[config.mk]
export PLATFORM = sky130hd
export DESIGN_NAME = remote_post_write
export DESIGN_NICKNAME = d
export VERILOG_FILES = /design/src/rtl/rpw_pkg.sv /design/src/rtl/rpw_strobe_edge.sv /design/src/rtl/rpw_span_timer.sv /design/src/rtl/rpw_sequencer.sv /design/src/rtl/remote_post_write.sv
export SDC_FILE = /design/constraint.sdc
export NUM_CORES = 1
export LEC_CHECK = 0
export BUFFER_PORTS_ARGS = -buffer_cell sky130_fd_sc_hd__buf_2
export CORE_MARGIN = 2
export CORE_UTILIZATION = 40
export CTS_BUF_LIST = sky130_fd_sc_hd__clkbuf_8
export CTS_CLUSTER_SIZE = 40
export DETAILED_ROUTE_END_ITERATION = 7
export HOLD_SLACK_MARGIN = 0.15
export SLEW_MARGIN = 20
export SYNTH_ARGS = -nofsm -noshare
export SYNTH_HDL_FRONTEND = slang
export SYNTH_HIERARCHICAL = 1
export SYNTH_SLANG_ARGS = --single-unit
export TNS_END_PERCENT = 100
[constraint.sdc]
create_clock -name clk -period 1.6 [get_ports clk]
set_input_delay 0.16 -clock clk [delete_from_list [all_inputs] [get_ports clk]]
set_output_delay 0.16 -clock clk [all_outputs]
set_load 0.05 [all_outputs]
[src/rtl/rpw_pkg.sv]
package rpw_pkg;

    typedef enum logic [2:0] {
        ST_IDLE,
        ST_HOLD,
        ST_SWITCH,
        ST_STROBE,
        ST_DONE,
        ST_UNSWITCH
    } rpw_state_e;

    typedef struct packed {
        rpw_state_e st;
        logic       hold_n;
        logic       remote;
        logic       drv_en;
        logic       we_n;
        logic       rdy;
        logic       req;
    } rpw_ctl_t;

    localparam rpw_ctl_t RPW_CTL_RESET = '{
        st:     ST_IDLE,
        hold_n: 1'b1,
        remote: 1'b0,
        drv_en: 1'b1,
        we_n:   1'b1,
        rdy:    1'b1,
        req:    1'b0
    };

endpackage

[src/rtl/rpw_strobe_edge.sv]
module rpw_strobe_edge (
    input  logic clk,
    input  logic rst_n,
    input  logic strobe_n,
    output logic rise
);
    logic prev_d, prev_q;

    always_comb begin
        prev_d = strobe_n;
    end

    always_ff @(posedge clk) begin
        if (!rst_n) prev_q <= 1'b1;
        else        prev_q <= prev_d;
    end

    assign rise = strobe_n & ~prev_q;
endmodule

[src/rtl/rpw_span_timer.sv]
module rpw_span_timer #(
    parameter int LIMIT = 2
) (
    input  logic clk,
    input  logic rst_n,
    input  logic clear,
    input  logic run,
    output logic done
);
    localparam int CW = (LIMIT < 2) ? 1 : $clog2(LIMIT + 1);
    localparam logic [CW-1:0] LAST = CW'(LIMIT - 1);

    logic [CW-1:0] cnt_d, cnt_q;

    always_comb begin
        cnt_d = cnt_q;
        if (clear)
            cnt_d = '0;
        else if (run && (cnt_q < LAST))
            cnt_d = cnt_q + 1'b1;
    end

    always_ff @(posedge clk) begin
        if (!rst_n) cnt_q <= '0;
        else        cnt_q <= cnt_d;
    end

    assign done = (cnt_q >= LAST);
endmodule

[src/rtl/rpw_sequencer.sv]
module rpw_sequencer
    import rpw_pkg::*;
(
    input  logic       clk,
    input  logic       rst_n,
    input  logic       wr_rise,
    input  logic       host_req_n,
    input  logic       bus_gnt,
    input  logic       gap_done,
    input  logic       strobe_done,
    output rpw_ctl_t   ctl_q
);
    rpw_ctl_t ctl_d;

    always_comb begin
        ctl_d = ctl_q;
        unique case (ctl_q.st)
            ST_IDLE: begin
                if (wr_rise) begin
                    ctl_d.st     = ST_HOLD;
                    ctl_d.hold_n = 1'b0;
                    ctl_d.req    = 1'b1;
                end
            end
            ST_HOLD: begin
                if (gap_done && bus_gnt) begin
                    ctl_d.st     = ST_SWITCH;
                    ctl_d.remote = 1'b1;
                    ctl_d.drv_en = 1'b0;
                end
            end
            ST_SWITCH: begin
                ctl_d.st   = ST_STROBE;
                ctl_d.we_n = 1'b0;
            end
            ST_STROBE: begin
                if (strobe_done) begin
                    ctl_d.st   = ST_DONE;
                    ctl_d.we_n = 1'b1;
                end
            end
            ST_DONE: begin
                ctl_d.st     = ST_UNSWITCH;
                ctl_d.remote = 1'b0;
                ctl_d.drv_en = 1'b1;
            end
            ST_UNSWITCH: begin
                ctl_d.st     = ST_IDLE;
                ctl_d.hold_n = 1'b1;
                ctl_d.req    = 1'b0;
                ctl_d.rdy    = 1'b1;
            end
            default: ctl_d = RPW_CTL_RESET;
        endcase
        // stall a host that starts a new access while a write is in flight
        if ((ctl_q.st != ST_IDLE) && (ctl_d.st != ST_IDLE) && !host_req_n)
            ctl_d.rdy = 1'b0;
    end

    always_ff @(posedge clk) begin
        if (!rst_n) ctl_q <= RPW_CTL_RESET;
        else        ctl_q <= ctl_d;
    end
endmodule

[src/rtl/remote_post_write.sv]
module remote_post_write
    import rpw_pkg::*;
#(
    parameter int MIN_GAP    = 2,
    parameter int STROBE_CYC = 1
) (
    input  logic clk,
    input  logic rst_n,
    input  logic host_wr_n,
    input  logic host_req_n,
    input  logic bus_gnt,
    output logic host_rdy,
    output logic wr_hold_n,
    output logic sel_remote,
    output logic loc_drv_en,
    output logic int_we_n,
    output logic bus_req
);
    logic     wr_rise;
    logic     gap_done;
    logic     strobe_done;
    rpw_ctl_t ctl_q;

    rpw_strobe_edge i_edge (
        .clk      (clk),
        .rst_n    (rst_n),
        .strobe_n (host_wr_n),
        .rise     (wr_rise)
    );

    rpw_span_timer #(.LIMIT(MIN_GAP)) i_gap (
        .clk   (clk),
        .rst_n (rst_n),
        .clear (ctl_q.st == ST_IDLE),
        .run   (ctl_q.st == ST_HOLD),
        .done  (gap_done)
    );

    rpw_span_timer #(.LIMIT(STROBE_CYC)) i_strobe (
        .clk   (clk),
        .rst_n (rst_n),
        .clear (ctl_q.st != ST_STROBE),
        .run   (ctl_q.st == ST_STROBE),
        .done  (strobe_done)
    );

    rpw_sequencer i_seq (
        .clk         (clk),
        .rst_n       (rst_n),
        .wr_rise     (wr_rise),
        .host_req_n  (host_req_n),
        .bus_gnt     (bus_gnt),
        .gap_done    (gap_done),
        .strobe_done (strobe_done),
        .ctl_q       (ctl_q)
    );

    assign host_rdy   = ctl_q.rdy;
    assign wr_hold_n  = ctl_q.hold_n;
    assign sel_remote = ctl_q.remote;
    assign loc_drv_en = ctl_q.drv_en;
    assign int_we_n   = ctl_q.we_n;
    assign bus_req    = ctl_q.req;
endmodule

==> results of run 1 <==
-- final cells by class --
cell class / count / area share [%]
sequential: 12 / 35.2
multi-input combinational: 44 / 42.4
timing repair buffer: 11 / 8.81
inverter: 5 / 2.75
clock buffer: 4 / 8.07
tap: 15 / 2.75
-- repair_timing --
item / CTS / global route
setup endpoints to repair: 0 / 0
resized for setup: 0 / 0
hold endpoints to repair: 1 / 0
hold buffers: 1 / 0
-- per-stage QoR --
step                      cell area (µm²)  power (mW)  util [%]  setup slack (ns)
after floorplan                       576       0.359         -             0.464
after global placement                617       0.370      46.8             0.310
after detailed placement              617       0.370      46.8             0.336
after CTS                             682       0.712      51.8             0.308
after global routing                  682       0.733      51.8             0.143
final                                 682       0.697      51.8             0.297
-- worst max-delay path, delay by kind of cell (launching register included) --
kind,cells,cell delay [ns]
flops,1,0.34
buf+inv,2,0.12
compound gates,1,0.13
simple gates,2,0.36
fa+ha+maj,1,0.25
-- final timing paths --
path / from / end / cells past startpoint
worst max-delay path: i_gap/cnt_q[0] / i_seq/ctl_q[3] / 6
worst min-delay path: host_req_n / i_seq/ctl_q[1] / 3
worst max register to register: i_gap/cnt_q[0] / i_seq/ctl_q[3] / 6
worst min register to register: i_seq/ctl_q[2] / i_seq/ctl_q[2] / 2
-- metal layers --
metal | track usage (%) | wire [µm] | share of wire, %
met5 | 0 | 0 | 0
met1 | 18.2 | 532 | 54
met3 | 6.52 | 53 | 5.4
met4 | 3.87 | 13 | 1.3
met2 | 16.9 | 388 | 39
-- state kept, by name, summed over array words and instances (netlist names) --
signal and flops:
i_seq/ctl_q 9, i_edge/prev_q 1, i_gap/cnt_q 2
-- cell usage in the layout, fill, tap and decap left out, drive strengths merged, types with 3 or more instances in the layout --
master   n
nand2    6
buf     10
a21oi    4
nand2b   3
clkbuf   4
nor3     4
dfxtp   12
inv      5
o21ai    3
-- report_power, final --
group / total (mW) / internal, mW / switching (mW) / leakage, nW
Sequential: 0.312 / 0.306 / 0.00605 / 0.0976
Combinational: 0.0537 / 0.0217 / 0.0320 / 0.141
Clock: 0.331 / 0.218 / 0.114 / 0.0288
Total: 0.697 / 0.545 / 0.152 / 0.267
==> flow_summary.toml, run 1 <==
[cells_and_area]
ff_latch_area_um2 = 240
fillers = 131
stdcell_count = 91
diodes = 0
fin_nets = 83
area_growth_pct = 18.5
multi_input_area_um2 = 289
final_layout_size_suffix_gt1_share_pct = 23.7

[route]
totalWireLength_um = 987
num_vias = 446
first_iter_violations = 4
routed_via_density = 4.90
routedWlPerCell_um = 10.8
drc = 0
ant_nets = 0
dr.pass1.iters = 4

[floorplanning]
design.core.area_um2 = 1320
die-area_um2 = 1760
num_io_pins = 11
die_h_um = 41.9
die_x_um = 41.9
fp-row-count = 13
initial_core_util_pct = 43.7

[timing]
final-hold-violation-count = 0
max_freq_mhz = 768
period_share_pct = 81.4
rsz0062_at_grt = "false"
setup_viol = 0
tns_ns = 0
finalClockSkew_ns = 0.00269
hold-worst-slack_ns = 0.165
slew_viol_final = 0
min_period_ns = 1.30

[critical_path]
start_kind = "register"
path_class = "register to register"
worst_ep_arrival_time_ns = 1.42
rrSetupSlack_ns = 0.30
cpMostUsedCell = "inv_1"
slowest_delay_ns = 0.34
path_max_fanout = 5
cp.required_ns = 1.72
crit_path_end_kind = "register"
slowest_stage = "dfxtp_1"
worstPathCellList = "inv_1 -> ha_1 -> inv_1 -> nand3b_1 -> nor3_1 -> o21ai_0"

[placed_design]
dp_hpwl_um = 669
dp.cells = 86
place.gp.congestion = 0.724
io_buffers = 10

[global_routing]
first_global_vias = 382
grt_usage_pct = 12.9
grt_pass1_wl_mm = 1.70
overflow = 0
antenna_found_initial = 0
grt_max_degree = 14

[synthesis]
synth_area_per_cell_um2 = 8.85
yosys_warnings = 6
syn_area_um2 = 576
syn-num-nets = 71
syn_inst = 65

[clocking]
cts.clk_slew.worst_paths_ns = 0.05
clk_latency_ns = 0.24
cts_root_buffer = "clkbuf_8"
cts.sinks = 12
h-tree-depth = 1
cts_buffers = 3
post-cts-setup-buffers = 0
cts_tree = "done"
clockBufferDepth = 2

[hold_path]
hold_path_class = "input port to register"

[power]
ir_drop_v = 0.000629
power_density_nw_per_um2 = 1020
p_leak_nw = 0.267

[job]
drv_cap = 0

[run_status]
outcome = "finished clean"
Power figures use the tool's default switching activity.
==> inputs of run 2 (changes only) <==
Clock period 1.6 ns to 1.1 ns, I/O delays scaled along.
==> flow_summary.toml, run 2 (synthesized netlist as in run 1, its figures left out) <==
[timing]
final-hold-violation-count = 0
period_share_pct = 99.0
setup_viol = 0
min_period_ns = 1.09
finalClockSkew_ns = 0.00168
slew_viol_final = 0
max_freq_mhz = 918
rsz0062_at_grt = "true"

[global_routing]
overflow = 0
grt_usage_pct = 16.9
antenna_found_initial = 0
grt_max_degree = 11
first_global_vias = 477
grt_pass1_wl_mm = 2.13

[critical_path]
rrSetupSlack_ns = 0.01
worst_ep_arrival_time_ns = 1.21
r2r-end = "i_seq/ctl_q[6]"
start_kind = "register"
ff2ff_path_depth = 6
path_class = "register to register"
crit_path_end_kind = "register"
cp.required_ns = 1.23
path_max_fanout = 3
r2r-start = "i_gap/cnt_q[0]"

[cells_and_area]
stdcell_count = 103
fillers = 113
multi_input_area_um2 = 324
fin_nets = 95
design_area_um2 = 841
diodes = 0
largest_register_ffs = 9
mostFrequentLayoutCells = "buf_2 (10), buf_4 (8), dfxtp_1 (7), nand2_1 (6)"
top_regs = "i_seq/ctl_q x9, i_gap/cnt_q x2, i_edge/prev_q x1"
final_layout_size_suffix_gt1_share_pct = 44.3
ff_latch_area_um2 = 254
regMostFlops = "i_seq/ctl_q"
area_growth_pct = 46.1
final_common_cell = "buf_2"

[route]
dr.pass1.iters = 4
highest_layer = "met4"
dr_wl_met2_um = 601
wl_met1_um = 595
route.met3.wl_um = 61
totalWireLength_mm = 1.29
drc = 0
first_iter_violations = 7
ant_nets = 0
num_vias = 522
routed_via_density = 5.07
routedWlPerCell_um = 12.6

[run_status]
outcome = "finished clean"

[placed_design]
io_buffers = 10
place_area_um2 = 687
place.gp.congestion = 0.725
dp_hpwl_um = 787
dp.cells = 93

[floorplanning]
design.core.area_um2 = 1320
num_io_pins = 11
die_x_um = 41.9
fp-row-count = 13
die-area_um2 = 1760
die_h_um = 41.9
initial_core_util_pct = 43.7

[clocking]
cts.sinks = 12
clockBufferDepth = 2
cts_tree = "done"
clk_latency_ns = 0.24
cts_buffers = 3
cts.clk_slew.worst_paths_ns = 0.05
cts_root_buffer = "clkbuf_8"
h-tree-depth = 1

[job]
drv_cap = 0

[power]
ir_drop_v = 0.000769
p_leak_nw = 0.332
power_density_nw_per_um2 = 1230

[hold_path]
min_path_cells = 2
worstHoldStart = "rst_n"
hold_path_class = "input port to register"
hold_end = "i_seq/ctl_q[4]"
==> run 2: changes by cell type in the layout (fill, tap and decap cells not counted), sizes merged <==
cell / change
buf: +9
dlygate4sd3: +3
==> run 2: per-stage QoR <==
step                hold slack [ns]  setup TNS, ns  setup WS [ns]  util (%)  total power [mW]
floorplan                     0.183       -0.00925       -0.00925         -             0.522
global placement              0.305        -0.0517        -0.0385      52.1             0.545
detailed placement            0.322         -0.135        -0.0472      52.1             0.546
CTS                           0.159        -0.0130       -0.00872      61.1              1.06
global route                  0.170         -0.205        -0.0620      63.8              1.09
finish                        0.169              0         0.0108      63.8              1.04
==> run 2: worst max path at each step <==
stage	startpoint	endpoint	slack, ns	depth (start not counted)
after global routing	i_gap/cnt_q[1]	i_seq/ctl_q[6]	-0.06	6
final	i_gap/cnt_q[0]	i_seq/ctl_q[6]	0.01	6
after detailed placement	i_gap/cnt_q[0]	i_seq/ctl_q[3]	-0.05	6
after floorplan	i_gap/cnt_q[0]	i_seq/ctl_q[7]	-0.009	6
after CTS	i_gap/cnt_q[0]	i_seq/ctl_q[3]	-0.009	6
after global placement	i_seq/ctl_q[7]	i_seq/ctl_q[4]	-0.04	4
==> run 2: layout make-up <==
type	instances	area share [%]
Tap cell	15	2.23
Inverter	5	2.23
Clock buffer	4	6.55
Timing Repair Buffer	23	20.2
Sequential cell	12	30.2
Multi-Input combinational cell	44	38.5
==> run 2: worst max-delay path: stages, from the launching register on <==
cell	delay, ns
dfxtp_2	0.33
inv_2	0.04
ha_4	0.15
inv_2	0.04
nand3b_1	0.13
a21oi_1	0.22
nor3_1	0.06
==> run 2: power by group <==
part	internal [mW]	switching [mW]	leakage (nW)	total (mW)
Combinational	0.0469	0.0551	0.202	0.102
Sequential	0.439	0.00686	0.101	0.446
Clock	0.317	0.173	0.0288	0.490
==> run 2: per-layer routing <==
| metal | vias up | GRT usage [%] |
|---|---|---|
| met4 | 0 | 9.68 |
| li1 | 267 | - |
| met3 | 5 | 6.52 |
| met5 | - | 0 |
| met2 | 13 | 25.6 |
| met1 | 237 | 20.2 |
==> run 2: timing repair <==
action	4_1_cts	5_1_grt
resized for setup	10	7
hold endpoints to repair	4	0
setup buffers	0	2
hold buffers	4	0
endpoints found under the setup margin	9	9
pin swaps	6	6
==> inputs of run 3 (changes only) <==
Settings changed: CAP_MARGIN set to 20, CORE_MARGIN 2 to 10, MAX_ROUTING_LAYER set to met4.
==> flow_summary.toml, run 3 (synthesized netlist as in run 1, its figures left out) <==
[global_routing]
grt-busiest-layer = "met2"
grt_usage_pct = 7.91
grt_use_met2_pct = 12.3
first_global_vias = 505
grt_max_degree = 12
grt_pass1_wl_mm = 2.08
gr-usage-met3_pct = 4.14
overflow = 0
antenna_found_initial = 0
grtUsageMet1_pct = 8.33

[critical_path]
ff2ff_path_depth = 6
slowest_stage = "dfxtp_2"
path_max_fanout = 3
path_class = "register to register"
start_kind = "register"
crit_path_start = "i_gap/cnt_q[0]"
slowest_delay_ns = 0.33
worst_ep_arrival_time_ns = 1.25
cp.required_ns = 1.26
worstPathCellList = "inv_2 -> ha_4 -> inv_2 -> nand3b_1 -> a2bb2oi_1 -> nor3b_1"
crit_path_end_kind = "register"
r2r-start = "i_gap/cnt_q[0]"
cpMostUsedCell = "inv_2"

[timing]
slew_viol_final = 0
min_period_ns = 1.09
max_freq_mhz = 921
period_share_pct = 98.7
setup_viol = 0
final-hold-violation-count = 0
hold-worst-slack_ns = 0.307
fin_ws_ns = 0.0142
rsz0062_at_grt = "true"
finalClockSkew_ns = 0.00380

[cells_and_area]
mostFrequentLayoutCells = "buf_2 (10), buf_4 (8), dfxtp_1 (7), nand2_1 (6), clkbuf_8 (4)"
multi_input_area_um2 = 329
fillers = 131
final_layout_size_suffix_gt1_share_pct = 46.0
diodes = 0
area_growth_pct = 43.3
top_regs = "i_seq/ctl_q x9, i_gap/cnt_q x2, i_edge/prev_q x1"
finish.utilization_pct = 61.8
largest_register_ffs = 9
ff_latch_area_um2 = 251
fin_nets = 94
regMostFlops = "i_seq/ctl_q"
final_common_cell = "buf_2"

[route]
routed_via_density = 4.97
drc = 0
routedWlPerCell_um = 12.6
num_vias = 507
totalWireLength_mm = 1.29
ant_nets = 0
dr.pass1.iters = 4
first_iter_violations = 4

[floorplanning]
die-area_um2 = 3360
die_h_um = 57.9
die_x_um = 57.9
design.core.area_um2 = 1330
initial_core_util_pct = 43.2
num_io_pins = 11
fp-row-count = 13

[run_status]
outcome = "finished clean"

[placed_design]
io_buffers = 10
dp_slack_ns = -0.0654
dp_hpwl_um = 889
place.gp.congestion = 0.878

[clocking]
cts_buffers = 3
cts_root_buffer = "clkbuf_8"
clk_latency_ns = 0.24
clockBufferDepth = 2
cts.sinks = 12
h-tree-depth = 1
cts.clk_slew.worst_paths_ns = 0.05
cts_tree = "done"

[hold_path]
min_path_cells = 4
hold_path_class = "input port to register"
worstHoldStart = "bus_gnt"

[power]
power_density_nw_per_um2 = 1250
p_leak_nw = 0.334
ir_drop_v = 0.00119

[job]
drv_cap = 0
==> run 3: what timing repair did <==
action	CTS	global route
endpoints found under the hold margin	5	0
pin swaps	4	3
setup endpoints to repair	8	9
setup buffers	0	1
resized for setup	9	10
hold buffers	3	0
==> run 3: cell type report <==
cell class,instances,share of cell area (%)
well taps,15,2.28
clock buffers,4,6.68
inverters,5,2.28
flip-flops and latches,12,30.5
repair buffers,22,18.4
multi-input cells,44,39.9
==> run 3: critical path: cells and delay by family, from the launching register on <==
family | cells | cell delay [ns]
flip-flops | 1 | 0.33
AND/OR/NAND/NOR | 2 | 0.28
AO/OA/AOI/OAI | 1 | 0.16
adder cells (fa/ha/maj) | 1 | 0.15
buffers and inverters | 2 | 0.08
==> run 3: path summary, 6_finish.rpt <==
check	slack, ns	end
worst min-delay path	0.31	i_seq/ctl_q[3]
worst max-delay path	0.01	i_seq/ctl_q[7]
worst max register to register	0.01	i_seq/ctl_q[7]
worst min register to register	0.47	i_seq/ctl_q[2]
==> run 3: per-stage QoR <==
step	TNS [ns]	area [µm²]	total power, mW	cells
4_1_cts	-0.0146	785	1.05	101
6_report	0	825	1.03	102
3_5_place_dp	-0.284	682	0.547	94
2_1_floorplan	-0.00925	581	0.522	65
5_1_grt	-0.0436	825	1.08	102
3_3_place_gp	-0.161	682	0.546	94
==> run 3: routing by layer <==
layer | share of wire, % | routed length [µm]
met1 | 47 | 601
met2 | 47 | 611
met4 | 1.2 | 16
met3 | 4.7 | 61
met5 | 0 | 0
==> run 3: power breakdown <==
| group | switching (mW) | internal (mW) | leakage (nW) | total, mW |
|---|---|---|---|---|
| clock network | 0.168 | 0.317 | 0.0288 | 0.485 |
| logic | 0.0542 | 0.0454 | 0.204 | 0.0996 |
| registers | 0.00711 | 0.440 | 0.101 | 0.448 |
| total | 0.229 | 0.802 | 0.334 | 1.03 |
